File: config.mk
export PLATFORM = sky130hd
export DESIGN_NAME = opaddr_gen
export DESIGN_NICKNAME = d
export VERILOG_FILES = /design/src/rtl/opaddr_pkg.sv /design/src/rtl/opaddr_calc.sv /design/src/rtl/opaddr_ctrl.sv /design/src/rtl/opaddr_gen.sv
export SDC_FILE = /design/constraint.sdc
export NUM_CORES = 1
export LEC_CHECK = 0
export CORE_UTILIZATION = 30
export DETAILED_ROUTE_END_ITERATION = 6
export DONT_BUFFER_PORTS = 1
export GPL_TIMING_DRIVEN = 0
export PLACE_DENSITY = 0.54
export RECOVER_POWER = 25
export SYNTH_ARGS = -nofsm -noshare
export SYNTH_HDL_FRONTEND = slang
export SYNTH_HIERARCHICAL = 1
export SYNTH_SLANG_ARGS = --single-unit
File: constraint.sdc
create_clock -name clk -period 6.4 [get_ports clk]
set_input_delay 0.32 -clock clk [delete_from_list [all_inputs] [get_ports clk]]
set_output_delay 0.32 -clock clk [all_outputs]
set_load 0.1 [all_outputs]
File: src/rtl/opaddr_pkg.sv
package opaddr_pkg;

   typedef enum logic [3:0] {
      AM_IMM   = 4'd0,
      AM_DIR   = 4'd1,
      AM_IND   = 4'd2,
      AM_REG   = 4'd3,
      AM_RIND  = 4'd4,
      AM_PCREL = 4'd5,
      AM_IDX   = 4'd6,
      AM_BASE  = 4'd7,
      AM_POST  = 4'd8,
      AM_PRE   = 4'd9
   } am_mode_e;

   typedef enum logic [1:0] {
      ST_IDLE = 2'd0,
      ST_RD1  = 2'd1,
      ST_RD2  = 2'd2,
      ST_FIN  = 2'd3
   } ctl_state_e;

   function automatic logic [2:0] step_of(input logic [1:0] sz);
      case (sz)
         2'd0:    step_of = 3'd1;
         2'd1:    step_of = 3'd2;
         default: step_of = 3'd4;
      endcase
   endfunction

endpackage

File: src/rtl/opaddr_calc.sv
module opaddr_calc
   import opaddr_pkg::*;
#(
   parameter int AW = 16,
   parameter int DW = 16
) (
   input  logic [3:0]    mode,
   input  logic [1:0]    size_sel,
   input  logic [AW-1:0] addr_field,
   input  logic [DW-1:0] reg_val,
   input  logic [AW-1:0] pc,
   input  logic [AW-1:0] index_val,
   input  logic [AW-1:0] base_val,
   output logic [AW-1:0] first_addr,
   output logic          needs_mem,
   output logic          indirect,
   output logic          wb_en,
   output logic [DW-1:0] wb_val,
   output logic [DW-1:0] direct_operand
);

   localparam int PAD = (DW > AW) ? DW - AW : 1;

   logic [DW-1:0] field_ext;
   logic [DW-1:0] step_ext;
   logic [DW-1:0] ptr_up;
   logic [DW-1:0] ptr_dn;

   generate
      if (DW > AW) begin : g_ext
         assign field_ext = {{PAD{1'b0}}, addr_field};
      end else begin : g_same
         assign field_ext = addr_field[DW-1:0];
      end
   endgenerate

   assign step_ext = DW'(step_of(size_sel));
   assign ptr_up   = reg_val + step_ext;
   assign ptr_dn   = reg_val - step_ext;

   always_comb begin
      first_addr     = '0;
      needs_mem      = 1'b1;
      indirect       = 1'b0;
      wb_en          = 1'b0;
      wb_val         = '0;
      direct_operand = '0;
      case (mode)
         AM_IMM: begin
            needs_mem      = 1'b0;
            direct_operand = field_ext;
         end
         AM_DIR:   first_addr = addr_field;
         AM_IND: begin
            first_addr = addr_field;
            indirect   = 1'b1;
         end
         AM_REG: begin
            needs_mem      = 1'b0;
            direct_operand = reg_val;
         end
         AM_RIND:  first_addr = reg_val[AW-1:0];
         AM_PCREL: first_addr = pc + addr_field;
         AM_IDX:   first_addr = index_val + addr_field;
         AM_BASE:  first_addr = base_val + addr_field;
         AM_POST: begin
            first_addr = reg_val[AW-1:0];
            wb_en      = 1'b1;
            wb_val     = ptr_up;
         end
         AM_PRE: begin
            first_addr = ptr_dn[AW-1:0];
            wb_en      = 1'b1;
            wb_val     = ptr_dn;
         end
         default: begin
            needs_mem      = 1'b0;
            direct_operand = field_ext;
         end
      endcase
   end

   // the reported pointer differs from the register by exactly the step
   always_comb begin
      if (wb_en && mode == AM_POST)
         assert_post_step_R9: assert ((wb_val - reg_val) == step_ext);
      if (wb_en && mode == AM_PRE)
         assert_pre_addr_R10: assert (first_addr == wb_val[AW-1:0]);
   end

endmodule

File: src/rtl/opaddr_ctrl.sv
module opaddr_ctrl
   import opaddr_pkg::*;
#(
   parameter int AW  = 16,
   parameter int DW  = 16,
   parameter int RIW = 3
) (
   input  logic           clk,
   input  logic           rst_n,
   input  logic           start,
   input  logic           needs_mem,
   input  logic           indirect,
   input  logic [AW-1:0]  first_addr,
   input  logic [DW-1:0]  direct_operand,
   input  logic           wb_en,
   input  logic [DW-1:0]  wb_val,
   input  logic [RIW-1:0] wb_sel,
   input  logic           mem_rvalid,
   input  logic [DW-1:0]  mem_rdata,
   output logic           busy,
   output logic           done,
   output logic [DW-1:0]  operand,
   output logic [AW-1:0]  eff_addr,
   output logic           mem_req,
   output logic [AW-1:0]  mem_addr,
   output logic           wb_valid,
   output logic [RIW-1:0] wb_reg,
   output logic [DW-1:0]  wb_value
);

   ctl_state_e state;
   logic       ind_q;
   logic       wb_q;

   always_ff @(posedge clk) begin
      if (!rst_n) begin
         state    <= ST_IDLE;
         ind_q    <= 1'b0;
         wb_q     <= 1'b0;
         operand  <= '0;
         eff_addr <= '0;
         mem_addr <= '0;
         wb_reg   <= '0;
         wb_value <= '0;
      end else begin
         case (state)
            ST_IDLE: if (start) begin
               ind_q    <= indirect;
               wb_q     <= wb_en;
               wb_reg   <= wb_sel;
               wb_value <= wb_val;
               if (needs_mem) begin
                  mem_addr <= first_addr;
                  eff_addr <= first_addr;
                  state    <= ST_RD1;
               end else begin
                  operand  <= direct_operand;
                  eff_addr <= '0;
                  state    <= ST_FIN;
               end
            end
            ST_RD1: if (mem_rvalid) begin
               if (ind_q) begin
                  mem_addr <= mem_rdata[AW-1:0];
                  eff_addr <= mem_rdata[AW-1:0];
                  state    <= ST_RD2;
               end else begin
                  operand <= mem_rdata;
                  state   <= ST_FIN;
               end
            end
            ST_RD2: if (mem_rvalid) begin
               operand <= mem_rdata;
               state   <= ST_FIN;
            end
            default: state <= ST_IDLE;
         endcase
      end
   end

   assign busy     = (state != ST_IDLE);
   assign done     = (state == ST_FIN);
   assign mem_req  = (state == ST_RD1) || (state == ST_RD2);
   assign wb_valid = done && wb_q;

   // request and address held until a response arrives
   assert_addr_hold_R12: assert property (@(posedge clk) disable iff (!rst_n)
      mem_req && !mem_rvalid |=> mem_req && $stable(mem_addr));

   // done lasts exactly one cycle
   assert_done_pulse_R13: assert property (@(posedge clk) disable iff (!rst_n)
      done |=> !done);

   // write-back strobe only alongside done
   assert_wb_with_done_R13: assert property (@(posedge clk) disable iff (!rst_n)
      wb_valid |-> done);

   // memory-free modes finish next cycle without a request
   assert_no_mem_R2: assert property (@(posedge clk) disable iff (!rst_n)
      start && !busy && !needs_mem |=> done && !mem_req);

   // a start while busy does not disturb the pending request address
   assert_busy_ignore_R13: assert property (@(posedge clk) disable iff (!rst_n)
      start && mem_req && !mem_rvalid |=> $stable(mem_addr));

endmodule

File: src/rtl/opaddr_gen.sv
module opaddr_gen
   import opaddr_pkg::*;
#(
   parameter int AW    = 16,
   parameter int DW    = 16,
   parameter int NREGS = 8,
   localparam int RIW  = (NREGS > 1) ? $clog2(NREGS) : 1
) (
   input  logic           clk,
   input  logic           rst_n,
   input  logic           start,
   input  logic [3:0]     mode,
   input  logic [1:0]     size_sel,
   input  logic [AW-1:0]  addr_field,
   input  logic [RIW-1:0] reg_sel,
   input  logic [DW-1:0]  reg_val,
   input  logic [AW-1:0]  pc,
   input  logic [AW-1:0]  index_val,
   input  logic [AW-1:0]  base_val,
   output logic           busy,
   output logic           done,
   output logic [DW-1:0]  operand,
   output logic [AW-1:0]  eff_addr,
   output logic           mem_req,
   output logic [AW-1:0]  mem_addr,
   input  logic           mem_rvalid,
   input  logic [DW-1:0]  mem_rdata,
   output logic           wb_valid,
   output logic [RIW-1:0] wb_reg,
   output logic [DW-1:0]  wb_value
);

   generate
      if (DW < AW) begin : g_bad_width
         $error("opaddr_gen: DW must be at least AW");
      end
      if (AW < 4) begin : g_bad_aw
         $error("opaddr_gen: AW must be at least 4");
      end
   endgenerate

   logic [AW-1:0] first_addr;
   logic          needs_mem;
   logic          indirect;
   logic          wb_en;
   logic [DW-1:0] wb_val;
   logic [DW-1:0] direct_operand;

   opaddr_calc #(.AW(AW), .DW(DW)) u_calc (
      .mode           (mode),
      .size_sel       (size_sel),
      .addr_field     (addr_field),
      .reg_val        (reg_val),
      .pc             (pc),
      .index_val      (index_val),
      .base_val       (base_val),
      .first_addr     (first_addr),
      .needs_mem      (needs_mem),
      .indirect       (indirect),
      .wb_en          (wb_en),
      .wb_val         (wb_val),
      .direct_operand (direct_operand)
   );

   opaddr_ctrl #(.AW(AW), .DW(DW), .RIW(RIW)) u_ctrl (
      .clk            (clk),
      .rst_n          (rst_n),
      .start          (start),
      .needs_mem      (needs_mem),
      .indirect       (indirect),
      .first_addr     (first_addr),
      .direct_operand (direct_operand),
      .wb_en          (wb_en),
      .wb_val         (wb_val),
      .wb_sel         (reg_sel),
      .mem_rvalid     (mem_rvalid),
      .mem_rdata      (mem_rdata),
      .busy           (busy),
      .done           (done),
      .operand        (operand),
      .eff_addr       (eff_addr),
      .mem_req        (mem_req),
      .mem_addr       (mem_addr),
      .wb_valid       (wb_valid),
      .wb_reg         (wb_reg),
      .wb_value       (wb_value)
   );

   // nothing active while reset is held
   assert_reset_quiet_R1: assert property (@(posedge clk)
      !rst_n |=> !done && !mem_req && !wb_valid);

endmodule

======== Word level (Yosys, flattened, before mapping) ========
Cells that the tools add are included.
operators by class
  add/sub/neg operators ................... 5
  equality and inequality tests ........... 20
  muxes and demuxes ....................... 27
  reduce and logical (&&, ||, !) cells .... 16
operators by type and width
  kind                number
  $mux 16             11
  $pmux 16 s2         4
  $pmux 16 s6         1
  $add 16x16->16      3
  $pmux 16 s3         1
  $add 16x3->16       1
  $eq 4x3->1 const B  4
  $sub 16x3->16       1
  $ne 2x2->1 const B  6
  $eq 4x2->1 const B  2
  $eq 4x4->1 const B  2
  $mux 2              4
  $reduce_or 8->1     1
  $pmux 2 s3          1
  $pmux 3 s2          1
  $reduce_and 6->1    1
  $reduce_or 2->1     3
  $reduce_and 5->1    1
  $eq 2x1->1 const B  2
  $eq 2x2->1 const B  2
  $eq 4x1->1 const B  1
  $logic_not 2->1     2
  $mux 1              4
  $reduce_and 4->1    1
  7 further kinds     8
storage, ports and cells
  flip-flop bits (word level) ............. 71
  input bits .............................. 109
  output and inout port bits .............. 71

======== Depth between registers and ports, before layout ========
  depth after elaboration ................. 7
  gate-level depth with buffers ........... 16

======== Cells and area by module ========
Netlist, hierarchy kept.
modules (own cells, without submodules)
  module       times used  cells an instance  area an instance (um^2)  sequential area each (um^2)
  opaddr_ctrl  1           351                3405.8                   1421.4
  opaddr_calc  1           439                2750.1                   0.0

======== Worst setup path before layout ========
OpenSTA, ideal clock, no wires.
  path type ............................... input to register
  start ................................... in mode[0]
  end ..................................... reg u_ctrl.mem_addr[14]
  library setup time ...................... 119 ps
  data arrival time ....................... 3373 ps
  data required time ...................... 6281 ps
  setup slack ............................. 2908 ps
  stages .................................. 15
  path buffers ............................ 4
  path through ............................ buf_2 -> buf_1 -> clkbuf_1 -> mux2i_1 -> o21ai_0 -> ha_1 -> clkbuf_1 -> o21a_1 -> o211ai_1 -> o2bb2ai_1 -> o311ai_0 -> nand3_1 -> mux2i_1 -> nand2_1 -> o221a_1
on the way
  word-level cells in the longest chain between the ends .. 6
RTL lines
  what                                      line               RTL
  start: declaration                        opaddr_gen.sv:12   input logic [3:0] mode,
  $eq 4x3->1, or another cell as far along  opaddr_calc.sv:48  case (mode)
  $reduce_or 2->1 (no source line)          --
  $pmux 16 s6 (*)                           opaddr_calc.sv:48
  via first_addr[14]                        opaddr_gen.sv:42   logic [AW-1:0] first_addr;
  $mux 16 (*)                               opaddr_ctrl.sv:52  if (needs_mem) begin
  $mux 16 (*)                               opaddr_ctrl.sv:47  ST_IDLE: if (start) begin
  $pmux 16 s2 (*)                           opaddr_ctrl.sv:46  case (state)
  end signal: assignment                    opaddr_ctrl.sv:53  mem_addr <= first_addr;
  end signal: assignment                    opaddr_ctrl.sv:64  mem_addr <= mem_rdata[AW-1:0];
  end: declaration                          opaddr_ctrl.sv:25  output logic [AW-1:0] mem_addr,
The timed path passes the listed nets; every way through them passes the cells marked *. The select of a mux whose other input is x is not followed.
A chain may end at the register's enable or synchronous reset.

======== Worst setup path in the final report ========
  start ................................... in mode[0]
  end ..................................... reg u_ctrl.eff_addr[12]
on the way
  word-level cells in the longest chain between the ends .. 6
RTL lines
  what                                      line               RTL
  $eq 4x3->1, or another cell as far along  opaddr_calc.sv:48
  $reduce_or 2->1 (no source line)          --
  $pmux 16 s6 (*)                           opaddr_calc.sv:48
  via first_addr[12]                        opaddr_gen.sv:42
  $mux 16 (*)                               opaddr_ctrl.sv:52
  $mux 16 (*)                               opaddr_ctrl.sv:47
  $pmux 16 s2 (*)                           opaddr_ctrl.sv:46
  end signal: assignment                    opaddr_ctrl.sv:54  eff_addr <= first_addr;
  end signal: assignment                    opaddr_ctrl.sv:65  eff_addr <= mem_rdata[AW-1:0];
  end: declaration                          opaddr_ctrl.sv:23  output logic [AW-1:0] eff_addr,
Marked as above.

==> out/metrics.yaml <==
status: "completed"
synth_most_common_cell: "nand2_1"
synth_top_area_cell: "dfxtp_1"
routedWlPerCell_um: 20.8
finalSetupViolations: 0
drive_above_1_share: 0.0944
timing.setup.tns_ps: 0
min_period_over_period: 0.697
grt_pass1_vias: 5765
antenna_found_initial: 1
fin_util: 0.336
area_growth_pct: 10.2
crit_path_start_kind: "primary input"
multi_input_comb_area_um2: 4320
tritoncts: "built"
synthCells: 790
yosysUniqueCellTypes: 75
grtUsageTotal: 0.212
clkTransAtPathRegs_ps: 60
synth_top_family_by_area: "compound AO/OA/AOI/OAI gates"
ctsResizeCount: 0
hold_viol: 0
clock_skew_ps: 7.02
p_leak_nw: 2.53
port_buffers: 0
synth_top_area_frac: 0.231
dp.cells: 1060
cts_buffer_depth: 2
viasPerCell: 5.69
synth_common_cells: "nand2_1, a21oi_1, dfxtp_1"
synth.avg_cell_area_um2: 7.79
synth_edf_count: 0
placed_area_um2: 6490
synth-async-reset-ratio: 0
grt_max_degree: 14
postCtsHoldBufs: 0
synth.net_count: 932
hold_path_class: "primary input to flip-flop"
slowest_stage: "clkbuf_1"
finalNetCount: 943
criticalPathCategory: "primary input to flip-flop"
relSlewSlack: 0.290
fp.coreArea_um2: 20200
finalCriticalPeriod_ps: 4460
final_cell_area_um2: 6780
yosys.area_share.simple: 0.176
die-area_um2: 21100
rows: 52
synth-compound-area-share: 0.335
clock.fmax_mhz: 224
cp_slowest_stage_delay_ps: 720
synth_area_leaders: "dfxtp_1, mux2i_1, nand2_1"
dieHeight_um: 145
ioPinCount: 180
n_fill_cell: 2220
routed-via-count: 6112
yosys_warnings: 6
fin_cells: 1075
vdd_drop_max_mv: 0.197
grt_pass1_wl_um: 34200
power_density_nw_per_um2: 515
ys_seq_elements: 71
path_cells: "buf_2 > buf_1 > clkbuf_1 > mux2i_1 > o21ai_0 > ha_1 > clkbuf_1 > o21a_1 > o211ai_1 > o2bb2ai_1 > o21ai_0 > xnor2_1 > o21ai_0 > a22oi_1 > a211oi_2"
worst_slew_pin_slew_ps: 1060
finalWirelength_um: 22400
dieWidth_um: 145
grt_remaining_overflow: 0
rsz0062_at_grt: "false"
root_buffer: "clkbuf_16"
synthAdderAreaFrac: 0.0707
ys.flop_type: "dfxtp_1"
cts_buffers: 9
insertedDiodeCount: 0
synth_area_um2: 6160
drc: 0
pre_cts_ws_ps: 1690
slew_violations: 0
firstDrtPassIters: 5
cp.arrival_ps: 4730
layout_setup_ws_ps: 1940
rrSetupSlack_ps: 3680
path_max_fanout: 10
cp-end-kind: "flip-flop"
synth.area.mux_share: 0.0854
htreeDepth: 3
place_congestion: 0.924
ff_latch_area_um2: 1420
start_util: 0.305
synth_xor_area_frac: 0.0356
synth.yosys.seq_area_share: 0.231
drv_cap: 0
worstPathRequired_ps: 6670
ant_nets: 0
dp_hpwl_um: 18400
post_cts_buffers: 0
clock_latency_ps: 340
cts_num_sinks: 71
drtIter0Drc: 456
cpMostUsedCell: "o21ai_0"
[metrics by stage]
step / total power (W) / hold WS (ps)
global placement: 0.00299 / 446
global route: 0.00367 / 103
finish: 0.00350 / 109
detailed placement: 0.00300 / 446
floorplan: 0.00271 / 432
CTS: 0.00351 / 102
[power by group]
part           internal, W  total [W]  leakage, nW  switching [W]
Clock             0.000300   0.000496        0.139       0.000196
Combinational     0.000510    0.00130         1.81       0.000788
Sequential        0.000589    0.00170        0.584        0.00111
Total              0.00140    0.00350         2.53        0.00210
[worst max-delay path, delay by kind of cell]
family                     cells  cell delay (ps)
AOI/OAI and AO/OA              8             2000
buffers and inverters          4             1710
adders and majority gates      1              290
muxes                          1              250
xor gates and xnor gates       1              140
[final timing paths]
check                        from                  end  cells past startpoint
setup / recovery          mode[0]  u_ctrl/eff_addr[12]                     15
hold / removal         reg_sel[0]     u_ctrl/wb_reg[0]                      2
setup reg to reg  u_ctrl/state[0]    u_ctrl/operand[2]                      6
hold reg to reg       u_ctrl/wb_q          u_ctrl/wb_q                      2
[layer usage]
metal,routed length [um],part of all wire,global-route usage
met5,13,0.00058,0
met1,9370,0.42,0.262
met2,10100,0.45,0.334
met3,2570,0.11,0.0931
met4,389,0.017,0.0574
[layout by cell type, fill, tap and decap left out, types with 5 or more instances in the layout]
cell type,n
ha_1,30
and2_1,5
a211oi_1,13
o221a_1,16
nand2_1,133
a21o_1,9
buf_2,12
xnor2_1,10
a211oi_2,20
o21ai_0,51
nand3_1,13
clkbuf_16,9
buf_6,7
clkbuf_1,46
a221oi_1,9
a21oi_1,73
nand4_1,5
nor2_1,33
nor3_1,8
xor2_1,15
mux2i_1,51
nand3b_1,5
o21a_1,5
a221o_1,5
a22oi_1,22
buf_4,5
inv_1,13
and3_1,5
o22ai_1,6
dfxtp_1,71
a31oi_1,22
nor2b_1,6
[final cells by class]
cell class,instances,share of cell area
Clock buffer,10,0.0338
Multi-Input combinational cell,632,0.637
Clock inverter,5,0.00885
Tap cell,270,0.0498
Inverter,14,0.00775
Buffer,73,0.0531
Sequential cell,71,0.210
[kinds of logic (layout without fill, tap and decap cells)]
logic type / Yosys count / count (layout)
mux: 52 / 52
xor+xnor: 25 / 25
simple gates: 237 / 237
flops: 71 / 71
buf+inv: 87 / 102
compound gates: 285 / 285
fa+ha+maj: 33 / 33
Note: power is estimated with default switching activity, not from simulation.
